<file path="src/rtl/prio_arb_pkg.sv">
package prio_arb_pkg;
    localparam int LVL_W   = 3;
    localparam int NUM_LVL = 1 << LVL_W;

    typedef logic [LVL_W-1:0] lvl_t;

    localparam lvl_t LVL_LEAST = lvl_t'(NUM_LVL - 1);

    typedef struct packed {
        logic pend;
        lvl_t lvl;
    } slot_t;
endpackage

</file>
<file path="src/rtl/prio_arb_pend_bank.sv">
module prio_arb_pend_bank
    import prio_arb_pkg::*;
#(
    parameter int NUM_CH = 8
) (
    input  logic                    clk,
    input  logic                    rst_n,
    input  logic [NUM_CH-1:0]       req_i,
    input  logic [NUM_CH*LVL_W-1:0] lvl_i,
    input  logic [NUM_CH-1:0]       clr_i,
    output logic [NUM_CH-1:0]       pend_o,
    output logic [NUM_CH*LVL_W-1:0] lvl_o
);
    for (genvar g = 0; g < NUM_CH; g++) begin : g_slot
        slot_t slot_d, slot_q;

        always_comb begin
            slot_d = slot_q;
            if (clr_i[g]) begin
                slot_d.pend = 1'b0;
            end
            // a free slot (or one being granted now) takes a new pulse
            if (req_i[g] && (!slot_q.pend || clr_i[g])) begin
                slot_d.pend = 1'b1;
                slot_d.lvl  = lvl_i[g*LVL_W +: LVL_W];
            end
        end

        always_ff @(posedge clk) begin
            if (!rst_n) begin
                slot_q <= '0;
            end else begin
                slot_q <= slot_d;
            end
        end

        assign pend_o[g]                = slot_q.pend;
        assign lvl_o[g*LVL_W +: LVL_W]  = slot_q.lvl;
    end
endmodule

</file>
<file path="src/rtl/prio_arb_select.sv">
module prio_arb_select
    import prio_arb_pkg::*;
#(
    parameter int NUM_CH = 8,
    parameter int CH_W   = (NUM_CH > 1) ? $clog2(NUM_CH) : 1
) (
    input  logic [NUM_CH-1:0]       dma_pend_i,
    input  logic [NUM_CH*LVL_W-1:0] dma_lvl_i,
    input  logic [NUM_CH-1:0]       irq_pend_i,
    input  logic [NUM_CH*LVL_W-1:0] irq_lvl_i,
    input  lvl_t                    cpl_i,
    output logic                    win_vld_o,
    output logic                    win_dma_o,
    output logic [CH_W-1:0]         win_ch_o,
    output lvl_t                    win_lvl_o
);
    // Scan order DMA ch0..N-1 then IRQ ch0..N-1; only a strictly
    // better level replaces the holder, so earlier entries win ties.
    always_comb begin
        win_vld_o = 1'b0;
        win_dma_o = 1'b0;
        win_ch_o  = '0;
        win_lvl_o = LVL_LEAST;
        for (int i = 0; i < NUM_CH; i++) begin
            if (dma_pend_i[i] && (dma_lvl_i[i*LVL_W +: LVL_W] <= cpl_i) &&
                (!win_vld_o || (dma_lvl_i[i*LVL_W +: LVL_W] < win_lvl_o))) begin
                win_vld_o = 1'b1;
                win_dma_o = 1'b1;
                win_ch_o  = CH_W'(i);
                win_lvl_o = dma_lvl_i[i*LVL_W +: LVL_W];
            end
        end
        for (int i = 0; i < NUM_CH; i++) begin
            if (irq_pend_i[i] && (irq_lvl_i[i*LVL_W +: LVL_W] < cpl_i) &&
                (!win_vld_o || (irq_lvl_i[i*LVL_W +: LVL_W] < win_lvl_o))) begin
                win_vld_o = 1'b1;
                win_dma_o = 1'b0;
                win_ch_o  = CH_W'(i);
                win_lvl_o = irq_lvl_i[i*LVL_W +: LVL_W];
            end
        end
    end
endmodule

</file>
<file path="src/rtl/prio_dma_irq_arb.sv">
module prio_dma_irq_arb
    import prio_arb_pkg::*;
#(
    parameter int NUM_CH = 8,
    parameter int CH_W   = (NUM_CH > 1) ? $clog2(NUM_CH) : 1
) (
    input  logic                    clk,
    input  logic                    rst_n,
    input  logic [NUM_CH-1:0]       irq_req,
    input  logic [NUM_CH*LVL_W-1:0] irq_lvl,
    input  logic [NUM_CH-1:0]       dma_req,
    input  logic [NUM_CH*LVL_W-1:0] dma_lvl,
    input  logic                    instr_end,
    input  logic                    cpl_wr_en,
    input  logic [LVL_W-1:0]        cpl_wr_val,
    output logic                    grant_vld,
    output logic                    grant_is_dma,
    output logic [CH_W-1:0]         grant_ch,
    output logic [LVL_W-1:0]        grant_lvl,
    output logic [LVL_W-1:0]        cpl
);
    typedef struct packed {
        logic            gvld;
        logic            gdma;
        logic [CH_W-1:0] gch;
        lvl_t            glvl;
        lvl_t            cpl;
    } arb_state_t;

    arb_state_t st_d, st_q;

    logic [NUM_CH-1:0]       dma_pend, irq_pend, dma_clr, irq_clr, sel_mask;
    logic [NUM_CH*LVL_W-1:0] dma_plvl, irq_plvl;
    logic                    win_vld, win_dma, fire;
    logic [CH_W-1:0]         win_ch;
    lvl_t                    win_lvl;

    prio_arb_pend_bank #(.NUM_CH(NUM_CH)) u_dma_bank (
        .clk    (clk),
        .rst_n  (rst_n),
        .req_i  (dma_req),
        .lvl_i  (dma_lvl),
        .clr_i  (dma_clr),
        .pend_o (dma_pend),
        .lvl_o  (dma_plvl)
    );

    prio_arb_pend_bank #(.NUM_CH(NUM_CH)) u_irq_bank (
        .clk    (clk),
        .rst_n  (rst_n),
        .req_i  (irq_req),
        .lvl_i  (irq_lvl),
        .clr_i  (irq_clr),
        .pend_o (irq_pend),
        .lvl_o  (irq_plvl)
    );

    prio_arb_select #(.NUM_CH(NUM_CH), .CH_W(CH_W)) u_select (
        .dma_pend_i (dma_pend),
        .dma_lvl_i  (dma_plvl),
        .irq_pend_i (irq_pend),
        .irq_lvl_i  (irq_plvl),
        .cpl_i      (st_q.cpl),
        .win_vld_o  (win_vld),
        .win_dma_o  (win_dma),
        .win_ch_o   (win_ch),
        .win_lvl_o  (win_lvl)
    );

    assign fire     = instr_end && win_vld;
    assign sel_mask = NUM_CH'(1) << win_ch;
    assign dma_clr  = (fire &&  win_dma) ? sel_mask : '0;
    assign irq_clr  = (fire && !win_dma) ? sel_mask : '0;

    always_comb begin
        st_d      = st_q;
        st_d.gvld = 1'b0;
        if (fire) begin
            st_d.gvld = 1'b1;
            st_d.gdma = win_dma;
            st_d.gch  = win_ch;
            st_d.glvl = win_lvl;
            if (!win_dma) begin
                st_d.cpl = win_lvl;
            end
        end
        if (cpl_wr_en) begin
            st_d.cpl = cpl_wr_val;
        end
    end

    always_ff @(posedge clk) begin
        if (!rst_n) begin
            st_q     <= '0;
            st_q.cpl <= LVL_LEAST;
        end else begin
            st_q <= st_d;
        end
    end

    assign grant_vld    = st_q.gvld;
    assign grant_is_dma = st_q.gdma;
    assign grant_ch     = st_q.gch;
    assign grant_lvl    = st_q.glvl;
    assign cpl          = st_q.cpl;
endmodule

</file>
<file path="config.mk">
export PLATFORM = sky130hd
export DESIGN_NAME = prio_dma_irq_arb
export DESIGN_NICKNAME = d
export VERILOG_FILES = /design/src/rtl/prio_arb_pkg.sv /design/src/rtl/prio_arb_pend_bank.sv /design/src/rtl/prio_arb_select.sv /design/src/rtl/prio_dma_irq_arb.sv
export SDC_FILE = /design/constraint.sdc
export NUM_CORES = 1
export LEC_CHECK = 0
export ABC_CLOCK_PERIOD_IN_PS = 24200
export BUFFER_PORTS_ARGS = -buffer_cell sky130_fd_sc_hd__clkbuf_2
export CAP_MARGIN = 5
export CORE_MARGIN = 3
export CORE_UTILIZATION = 25
export CTS_CLUSTER_DIAMETER = 120
export DETAILED_ROUTE_END_ITERATION = 8
export GPL_TIMING_DRIVEN = 0
export SLEW_MARGIN = 20
export SYNTH_ARGS = -nofsm -noshare
export SYNTH_HDL_FRONTEND = slang
export SYNTH_HIERARCHICAL = 1
export SYNTH_SLANG_ARGS = --single-unit
</file>
<file path="constraint.sdc">
create_clock -name clk -period 24.2 [get_ports clk]
set_clock_uncertainty 0.05 [all_clocks]
set_input_delay 4.84 -clock clk [delete_from_list [all_inputs] [get_ports clk]]
set_output_delay 4.84 -clock clk [all_outputs]
set_load 0.02 [all_outputs]
</file>
==> results.sh, run 1 <==
export IMPL_status="finished, final reports clean"
export IMPL_grt_overflow=0
export IMPL_seq_area_frac_synth_pct=22.2
export IMPL_gp_congestion=0.872
export IMPL_dieHeight_um=170
export IMPL_avgSynthCellArea_um2=8.01
export IMPL_drt_iter0_drc=414
export IMPL_worst_pin_slew_ps=586
export IMPL_met2_wirelength_um=8580
export IMPL_grt_usage_pct=13.5
export IMPL_hold_viol=0
export IMPL_cts_max_path_buffers=2
export IMPL_ir_drop_uv=95.6
export IMPL_synth_cells=844
export IMPL_power_static_leakage_uw=0.00345
export IMPL_synth_area_top_cells="dfxtp_1 (22%), ha_1 (11%), nand2_1 (8.4%)"
export IMPL_synth_top_cell_area_share_pct=22.2
export IMPL_min_from="u_irq_bank/lvl_o[6]"
export IMPL_sequentialPowerShare_pct=14.3
export IMPL_route_detailed_drc=0
export IMPL_grt_max_degree=19
export IMPL_start_util_pct=25.7
export IMPL_async_flop_share_pct=0
export IMPL_numCtsBuffers=9
export IMPL_met3_length_um=1010
export IMPL_r2r_end="u_irq_bank/lvl_o[9]"
export IMPL_dieArea_um2=29100
export IMPL_setup_violations_final=0
export IMPL_path_clk_slew_ps=60
export IMPL_critPathRequiredTime_ps=24430
export IMPL_dp_hpwl_um=15400
export IMPL_nNetsFinal=1071
export IMPL_dr_pass1_iters=5
export IMPL_grt_pass1_wl_um=31700
export IMPL_maxCapViolations=0
export IMPL_cts_tree="done"
export IMPL_ios=82
export IMPL_post_route_cells_drive_above_1_share_pct=20.3
export IMPL_path_max_fanout=10
export IMPL_worst_slack_ps=2040
export IMPL_arrival_ps=22380
export IMPL_crit_type="flop to flop"
export IMPL_holdBufCountCts=0
export IMPL_slowest_delay_ps=450
export IMPL_cp_start_kind="flop"
export IMPL_yosysTopAreaCell="dfxtp_1"
export IMPL_met1Wirelength_um=9700
export IMPL_die_width_um=170
export IMPL_synthToLayoutAreaGrowth_pct=19.2
export IMPL_num_rows=59
export IMPL_swShare_pct=51.0
export IMPL_top_layer="met4"
export IMPL_crit_family="compound AO/OA/AOI/OAI gates"
export IMPL_endpoint_kind="flop"
export IMPL_r2r_cells=104
export IMPL_htreeDepth=3
export IMPL_synth_seq_cells=75
export IMPL_synth_flop_cell="dfxtp_1"
export IMPL_cpMaxStageDelayCell="a211oi_4"
export IMPL_cpMostUsedCell="ha_1"
export IMPL_ys_types=99
export IMPL_max_clock_freq_mhz=45.1
export IMPL_num_vias=6484
export IMPL_cp_depth=104
export IMPL_wirelength_um=19700
export IMPL_grt_pass1_vias=6107
export IMPL_p_comb_share_pct=72.9
export IMPL_synth_edff_count=0
export IMPL_cp_num_buf_inv=10
export IMPL_ff2ff_setup_slack_ps=2040
export IMPL_setup_tns_ps=0
export IMPL_synth_fp_nets=973
export IMPL_antenna_found_initial=0
export IMPL_ys_warnings_count=6
export IMPL_synthTopCellsByCount="nand2_1 (151), dfxtp_1 (75), ha_1 (58)"
export IMPL_vias_per_cell=5.06
export IMPL_p_int_uw=600
export IMPL_wire_per_inst_um=15.3
export IMPL_antenna_cells=0
export IMPL_insertion_delay_ps=350
export IMPL_rsz0062_at_grt="false"
export IMPL_hp_class="flop to flop"
export IMPL_place_ws_ps=849
export IMPL_crit_start="cpl[1]"
export IMPL_core_um2=26400
export IMPL_period_share_pct=91.6
export IMPL_root_buffer="clkbuf_16"
export IMPL_clkPwrFrac_pct=12.8
export IMPL_antenna_left=0
export IMPL_endpoint="u_irq_bank/lvl_o[9]"
export IMPL_io_buffers=81
export IMPL_post_synth_top_count_cell="nand2_1"
export IMPL_rr_startpoint="cpl[1]"
export IMPL_maxSlewViolCount=0
export IMPL_slew_headroom_pct=60.8
export IMPL_finalCriticalPeriod_ps=22160
export IMPL_synth_area_um2=6760
export IMPL_switching_power_uw=623
export IMPL_numClockSinks=75
export IMPL_power_density_nw_per_um2=152
sequential cells by signal, summed over array words and instances (netlist names):
signal             cells
grant_is_dma           1
u_dma_bank/pend_o      8
grant_vld              1
u_dma_bank/lvl_o      24
u_irq_bank/pend_o      8
cpl                    3
grant_lvl              3
grant_ch               3
u_irq_bank/lvl_o      24
stage by stage:
| step | power, uW | std cells | hold WS (ps) | instance area [um^2] | utilization (%) |
|---|---|---|---|---|---|
| after detailed placement | 1020 | 1260 | 405 | 7590 | 28.8 |
| after global placement | 1000 | 1260 | 400 | 7590 | 28.8 |
| final | 1220 | 1282 | 412 | 8060 | 30.6 |
| after global routing | 1340 | 1282 | 451 | 8060 | 30.6 |
| after CTS | 1180 | 1276 | 413 | 7930 | 30.1 |
| after floorplan | 832 | 844 | 385 | 6760 | - |
layout by cell type (no fill, tap or decap), types with 31 or more instances in the layout:
master / instances
a21oi_1: 34
dfxtp_1: 74
inv_1: 42
ha_1: 58
mux2i_1: 53
nand2_1: 150
clkbuf_2: 82
nor2_1: 54
nor2b_1: 32
o21ai_0: 31
area by class of cell:
cell class                 instances  area (um^2)
tap                              335          419
buffer                            16          148
inverter                          44          173
clock inverter                     3         67.6
sequential                        75         1510
fill                            2818        18300
clock buffer                      13          280
multi-input combinational        708         5010
timing repair buffer              88          458
layer usage:
layer  track usage, %  vias to the layer above
li1                 -                     3272
met1             18.8                     3035
met2             21.0                      153
met5                0                        -
met4             3.92                        0
met3             2.97                       24
worst reg2reg max path, delay by kind of cell (launching register included):
family / cells / cell delay (ps)
flops: 1 / 400
simple gates: 27 / 4400
mux: 8 / 2290
compound gates: 43 / 10070
buf+inv: 10 / 1020
fa+ha+maj: 16 / 3840
worst min-delay path by stage:
stage	end	slack [ps]	cells past startpoint
6_report	u_irq_bank/lvl_o[6]	410	2
4_1_cts	grant_lvl[2]	410	2
2_1_floorplan	u_irq_bank/lvl_o[6]	380	2
3_3_place_gp	u_irq_bank/lvl_o[6]	400	2
5_1_grt	grant_lvl[0]	450	2
3_5_place_dp	grant_lvl[2]	410	2
power groups by stage:
stage	clock network [uW]	logic, uW	registers (uW)
global route	164	993	179
detailed placement	0	842	177
floorplan	0	660	172
finish	156	892	175
global placement	0	829	176
CTS	159	847	174
repair_timing:
action,in CTS,in global routing
setup buffers,0,7
resized for setup,0,17
hold endpoints to repair,0,0
endpoints found under the setup margin,0,74
kinds of logic (layout without fill, tap and decap cells):
logic type                 after synthesis  in the layout  synth area share [%]
adders and majority gates               58             58                  10.7
and+or+nand+nor                        367            367                  28.1
AOI/OAI and AO/OA                      222            222                  24.9
DFF                                     75             75                  22.2
muxes                                   61             61                  9.33
buffers and inverters                   61            164                  4.68
Power figures use the tool's default switching activity.
==> run 2, diff against run 1 <==
--- a/config.mk
+++ b/config.mk
@@ -5,7 +5,7 @@
 export SDC_FILE = /design/constraint.sdc
 export NUM_CORES = 1
 export LEC_CHECK = 0
-export ABC_CLOCK_PERIOD_IN_PS = 24200
+export ABC_CLOCK_PERIOD_IN_PS = 20100
 export BUFFER_PORTS_ARGS = -buffer_cell sky130_fd_sc_hd__clkbuf_2
 export CAP_MARGIN = 5
 export CORE_MARGIN = 3
==> constraint.sdc (replaced) <==
create_clock -name clk -period 20.1 [get_ports clk]
set_clock_uncertainty 0.05 [all_clocks]
set_input_delay 4.02 -clock clk [delete_from_list [all_inputs] [get_ports clk]]
set_output_delay 4.02 -clock clk [all_outputs]
set_load 0.02 [all_outputs]
==> run 2 against run 1 <==
Effect of this change:
- sequential share of layout area is 2.1 points lower
- worst hold slack worse by 1.4 ps
- final cell count is 3.7% higher
- non-clock buffer count is 48 higher
- utilization is 4.1 points higher
- count of clock-buffer cells in the layout stayed put
- design area is 13% higher
- global-route usage is 0.62 points higher
- register-to-register slack worse by 1500 ps
- via count is 6.0% higher
- wire length is 10% higher
- first-iteration DRC count is 0.72% higher
==> results.sh, run 2 (synthesis gave the netlist of run 1 again) <==
export IMPL_maxCapViolations=0
export IMPL_setup_violations_final=0
export IMPL_grt_max_degree=18
export IMPL_grt_pass1_vias=6335
export IMPL_cp_start_kind="flop"
export IMPL_num_rows=59
export IMPL_worst_pin_slew_ps=821
export IMPL_dr_pass1_iters=5
export IMPL_start_util_pct=25.7
export IMPL_final_common_cell="nand2_1"
export IMPL_r2r_cells=106
export IMPL_antenna_cells=0
export IMPL_endpoint_kind="flop"
export IMPL_critPathRequiredTime_ps=20330
export IMPL_min_from="u_irq_bank/lvl_o[6]"
export IMPL_ios=82
export IMPL_grt_usage_pct=14.1
export IMPL_cpMaxStageDelayCell="o41ai_4"
export IMPL_root_buffer="clkbuf_16"
export IMPL_fin_util_pct=34.7
export IMPL_grt_pass1_wl_um=33200
export IMPL_hold_depth=2
export IMPL_htreeDepth=3
export IMPL_cpMostUsedCell="ha_4"
export IMPL_insertion_delay_ps=360
export IMPL_period_share_pct=97.5
export IMPL_wire_per_inst_um=16.3
export IMPL_design_area_um2=9140
export IMPL_hp_class="flop to flop"
export IMPL_path_clk_slew_ps=60
export IMPL_path_max_fanout=5
export IMPL_cts_max_path_buffers=2
export IMPL_slew_headroom_pct=43.9
export IMPL_io_buffers=81
export IMPL_maxSlewViolCount=0
export IMPL_post_route_cells_drive_above_1_share_pct=33.4
export IMPL_vias_per_cell=5.17
export IMPL_slowest_delay_ps=390
export IMPL_finalCriticalPeriod_ps=19590
export IMPL_rr_startpoint="cpl[1]"
export IMPL_place_area_um2=7590
export IMPL_antenna_left=0
export IMPL_gp_congestion=0.872
export IMPL_route_detailed_drc=0
export IMPL_final_cell_mix="nand2_1 (142), clkbuf_2 (81), dfxtp_1 (70)"
export IMPL_numClockSinks=75
export IMPL_crit_start="cpl[1]"
export IMPL_dieHeight_um=170
export IMPL_max_clock_freq_mhz=51.0
export IMPL_regArea_um2=1520
export IMPL_crit_family="compound AO/OA/AOI/OAI gates"
export IMPL_die_width_um=170
export IMPL_cts_tree="done"
export IMPL_grt_overflow=0
export IMPL_nNetsFinal=1119
export IMPL_hold_viol=0
export IMPL_wirelength_um=21700
export IMPL_arrival_ps=19820
export IMPL_drt_iter0_drc=417
export IMPL_antenna_found_initial=0
export IMPL_dp_hpwl_um=15400
export IMPL_synthToLayoutAreaGrowth_pct=35.2
export IMPL_core_um2=26400
export IMPL_num_vias=6876
export IMPL_numCtsBuffers=9
export IMPL_status="finished, final reports clean"
export IMPL_cp_num_buf_inv=12
export IMPL_crit_type="flop to flop"
export IMPL_dieArea_um2=29100
export IMPL_multiInputGateArea_um2=5690
export IMPL_n_fill_cell=2668
export IMPL_cp_depth=106
## run 2: changes by cell type in the layout (fill, tap and decap cells not counted), sizes merged
cell	previous run	this run
buf	21	70
clkbuf	96	95
## run 2: path summary, 6_finish.rpt
check / slack, ps / to
worst max-delay path: 510 / u_irq_bank/lvl_o[3]
worst min-delay path: 410 / u_irq_bank/lvl_o[6]
worst max register to register: 510 / u_irq_bank/lvl_o[3]
worst min register to register: 410 / u_irq_bank/lvl_o[6]
## run 2: worst reg2reg max path, delay by kind of cell (launching register included)
kind / cells / cell delay, ps
AOI/OAI and AO/OA: 40 / 7890
and+or+nand+nor: 32 / 4440
adders and majority gates: 15 / 3700
muxes: 7 / 1910
buffers and inverters: 12 / 1190
DFF: 1 / 360
## run 2: metal layers
| metal | global-route usage (%) | part of all wire, % | vias to the layer above |
|---|---|---|---|
| met1 | 19.3 | 46 | 3272 |
| li1 | - | - | 3366 |
| met5 | 0 | 0 | - |
| met4 | 3.77 | 2.3 | 0 |
| met3 | 2.88 | 5.2 | 37 |
| met2 | 22.8 | 46 | 201 |
## run 2: layout make-up
class | count | share of cell area, %
clock buffers | 13 | 3.07
multi-input cells | 708 | 62.3
clock inverters | 3 | 0.739
well taps | 335 | 4.58
plain buffers | 16 | 1.72
repair buffers | 136 | 9.17
inverters | 44 | 1.89
flip-flops and latches | 75 | 16.6
## run 2: per-stage QoR
step / TNS [ps] / hold slack (ps) / std cells / setup slack (ps)
after floorplan: 0 / 385 / 844 / 143
after global placement: -201140 / 400 / 1260 / -3030
after detailed placement: -215360 / 405 / 1260 / -3250
after CTS: 0 / 413 / 1298 / 19.0
after global routing: -13950 / 451 / 1330 / -344
final: 0 / 411 / 1330 / 510
## run 2: what timing repair did
item	4_1_cts	5_1_grt
cloned	0	0
resized for setup	70	92
pin swaps	15	43
setup buffers	23	32
setup endpoints to repair	74	74
hold buffers	0	0
Power of run 2 is not shown: default switching activity piles up to over one toggle a cycle in this logic, so the estimate is an artifact.
==> run 3, diff against run 2 <==
--- a/config.mk
+++ b/config.mk
@@ -11,10 +11,10 @@
 export CORE_MARGIN = 3
 export CORE_UTILIZATION = 25
 export CTS_CLUSTER_DIAMETER = 120
+export CTS_CLUSTER_SIZE = 12
 export DETAILED_ROUTE_END_ITERATION = 8
 export GPL_TIMING_DRIVEN = 0
 export SLEW_MARGIN = 20
 export SYNTH_ARGS = -nofsm -noshare
 export SYNTH_HDL_FRONTEND = slang
-export SYNTH_HIERARCHICAL = 1
 export SYNTH_SLANG_ARGS = --single-unit
==> run 3 against run 2 <==
Effect of this change:
- via count up 20%
- die area up 7.7%
- utilization down 0.72 points
- final cell count up 13%
- sequential cell count unchanged
- non-clock buffer count up 33
- first-iteration DRC count up 110%
- synthesized area up 8.0%
- design area up 4.9%
- highest routed layer unchanged
==> results.sh, run 3 <==
export IMPL_r2r_end="u_irq_bank.lvl_o[7]"
export IMPL_power_density_nw_per_um2=203
export IMPL_synthToLayoutAreaGrowth_pct=31.4
export IMPL_cts_max_path_buffers=2
export IMPL_num_vias=8217
export IMPL_avgSynthCellArea_um2=7.62
export IMPL_cp_num_buf_inv=14
export IMPL_numClockSinks=75
export IMPL_cts_tree="done"
export IMPL_nNetsFinal=1242
export IMPL_r2r_cells=112
export IMPL_drt_iter0_drc=884
export IMPL_finalCriticalPeriod_ps=19510
export IMPL_cp_start_kind="flop"
export IMPL_power_static_leakage_uw=0.00386
export IMPL_dieArea_um2=31300
export IMPL_dp_hpwl_um=19700
export IMPL_post_route_cells_drive_above_1_share_pct=26.3
export IMPL_root_buffer="clkbuf_16"
export IMPL_slew_headroom_pct=38.5
export IMPL_worst_pin_slew_ps=923
export IMPL_core_um2=28200
export IMPL_endpoint="u_irq_bank.lvl_o[7]"
export IMPL_status="finished, final reports clean"
export IMPL_synth_edff_count=0
export IMPL_grt_overflow=0
export IMPL_dieHeight_um=177
export IMPL_io_buffers=80
export IMPL_path_max_fanout=9
export IMPL_setup_tns_ps=0
export IMPL_maxCapViolations=0
export IMPL_dr_pass1_iters=5
export IMPL_grt_pass1_vias=7587
export IMPL_async_flop_share_pct=0
export IMPL_maxSlewViolCount=0
export IMPL_synth_top_cell_area_share_pct=20.6
export IMPL_ys_warnings_count=0
export IMPL_gp_congestion=0.872
export IMPL_ys_types=90
export IMPL_hold_viol=0
export IMPL_final_common_cell="nand2_1"
export IMPL_crit_start="cpl[2]"
export IMPL_yosysTopAreaCell="dfxtp_1"
export IMPL_period_share_pct=97.1
export IMPL_num_rows=61
export IMPL_max_clock_freq_mhz=51.2
export IMPL_synth_cells=958
export IMPL_crit_type="flop to flop"
export IMPL_synth_seq_cells=75
export IMPL_place_ws_ps=-3610
export IMPL_final_cell_mix="nand2_1 (90), clkbuf_2 (80), dfxtp_1 (72)"
export IMPL_wirelength_um=27500
export IMPL_synth_area_top_cells="dfxtp_1 (21%), ha_1 (9.9%), nand2_1 (4.7%)"
export IMPL_synthTopCellsByCount="nand2_1 (92), dfxtp_1 (75), inv_1 (65)"
export IMPL_setup_violations_final=0
export IMPL_hp_class="flop to flop"
export IMPL_antenna_left=0
export IMPL_seq_area_frac_synth_pct=20.6
export IMPL_worst_slack_ps=588
export IMPL_insertion_delay_ps=350
export IMPL_cp_depth=112
export IMPL_numCtsBuffers=9
export IMPL_slowest_delay_ps=550
export IMPL_grt_pass1_wl_um=41500
export IMPL_antenna_found_initial=2
export IMPL_route_detailed_drc=0
export IMPL_ir_drop_uv=126
export IMPL_wire_per_inst_um=18.3
export IMPL_finalPower_uw=1950
export IMPL_grt_usage_pct=16.7
export IMPL_ios=82
export IMPL_vias_per_cell=5.49
export IMPL_rr_startpoint="cpl[2]"
export IMPL_crit_family="compound AO/OA/AOI/OAI gates"
export IMPL_synth_flop_cell="dfxtp_1"
export IMPL_ff2ff_setup_slack_ps=590
export IMPL_die_width_um=177
export IMPL_endpoint_kind="flop"
export IMPL_cpMaxStageDelayCell="or4_4"
export IMPL_synth_fp_nets=1087
export IMPL_synth_area_um2=7300
export IMPL_post_synth_top_count_cell="nand2_1"
export IMPL_arrival_ps=19740
export IMPL_critPathRequiredTime_ps=20330
export IMPL_grt_max_degree=19
export IMPL_n_fill_cell=2995
export IMPL_path_clk_slew_ps=70
export IMPL_htreeDepth=3
export IMPL_start_util_pct=25.8
export IMPL_holdBufCountCts=0
run 3: changes by cell type after synthesis, moves of 21 or more:
cell / previous run / this run
mux2i_1: 53 / 32
o21ai_0: 32 / 55
nand2_1: 151 / 92
a31oi_1: 6 / 29
nand3_1: 18 / 63
inv_1: 44 / 65
nor2b_1: 32 / 9
clkbuf_1: 1 / 28
run 3: worst min-delay path by stage:
stage	startpoint	endpoint	slack (ps)	cells after the start
after floorplan	u_irq_bank.lvl_o[15]	u_irq_bank.lvl_o[15]	400	2
after global placement	u_irq_bank.lvl_o[15]	u_irq_bank.lvl_o[15]	420	2
after detailed placement	u_irq_bank.lvl_o[15]	u_irq_bank.lvl_o[15]	420	2
after CTS	grant_lvl[1]	grant_lvl[1]	440	2
after global routing	grant_lvl[1]	grant_lvl[1]	460	2
final	grant_lvl[1]	grant_lvl[1]	430	2
run 3: metal layers:
metal	track usage [%]	routed length, um	part of all wire [%]
met1	22.3	12100	44
met2	28.1	13300	48
met3	2.72	1660	6.1
met4	4.32	424	1.5
met5	0	0	0
run 3: worst register-to-register path, delay by kind of cell, from the launching register on:
kind | cells | cell delay [ps]
AO/OA/AOI/OAI | 46 | 7680
adder cells (fa/ha/maj) | 16 | 3840
buffers and inverters | 14 | 1260
flip-flops | 1 | 370
multiplexers | 8 | 1970
AND/OR/NAND/NOR | 28 | 4270
run 3: kinds of logic after synthesis:
logic type | Yosys count | share of synthesized area (%)
AO/OA/AOI/OAI | 324 | 32.1
adder cells (fa/ha/maj) | 61 | 10.4
buffers and inverters | 107 | 5.86
flip-flops | 75 | 20.6
multiplexers | 39 | 5.47
AND/OR/NAND/NOR | 352 | 25.7
run 3: layout make-up:
class / count / area, um^2 / share of cell area, %
multi-input cells: 776 / 5930 / 61.8
flip-flops and latches: 75 / 1510 / 15.8
repair buffers: 145 / 892 / 9.30
well taps: 378 / 473 / 4.93
inverters: 66 / 255 / 2.66
clock buffers: 11 / 253 / 2.63
plain buffers: 40 / 214 / 2.23
clock inverters: 5 / 61.3 / 0.639
diodes: 2 / 5.00 / 0.0522
run 3: what timing repair did:
item                                    CTS  global route
pin swaps                                16            52
gates resized for setup                  64            71
setup buffers                            24            41
endpoints found under the setup margin   74            74
run 3: power breakdown:
group,switching (uW),internal [uW]
Sequential,37.4,177
Combinational,909,651
Clock,72.1,104
Total,1020,932
run 3: through the flow:
stage          cell area [um^2]  hold slack, ps  utilization [%]  cells
2_1_floorplan              7300             398                -    958
3_3_place_gp               8170             421             28.9   1416
3_5_place_dp               8170             422             28.9   1416
4_1_cts                    8930             436             31.6   1456
5_1_grt                    9590             460             34.0   1498
6_report                   9590             429             34.0   1498
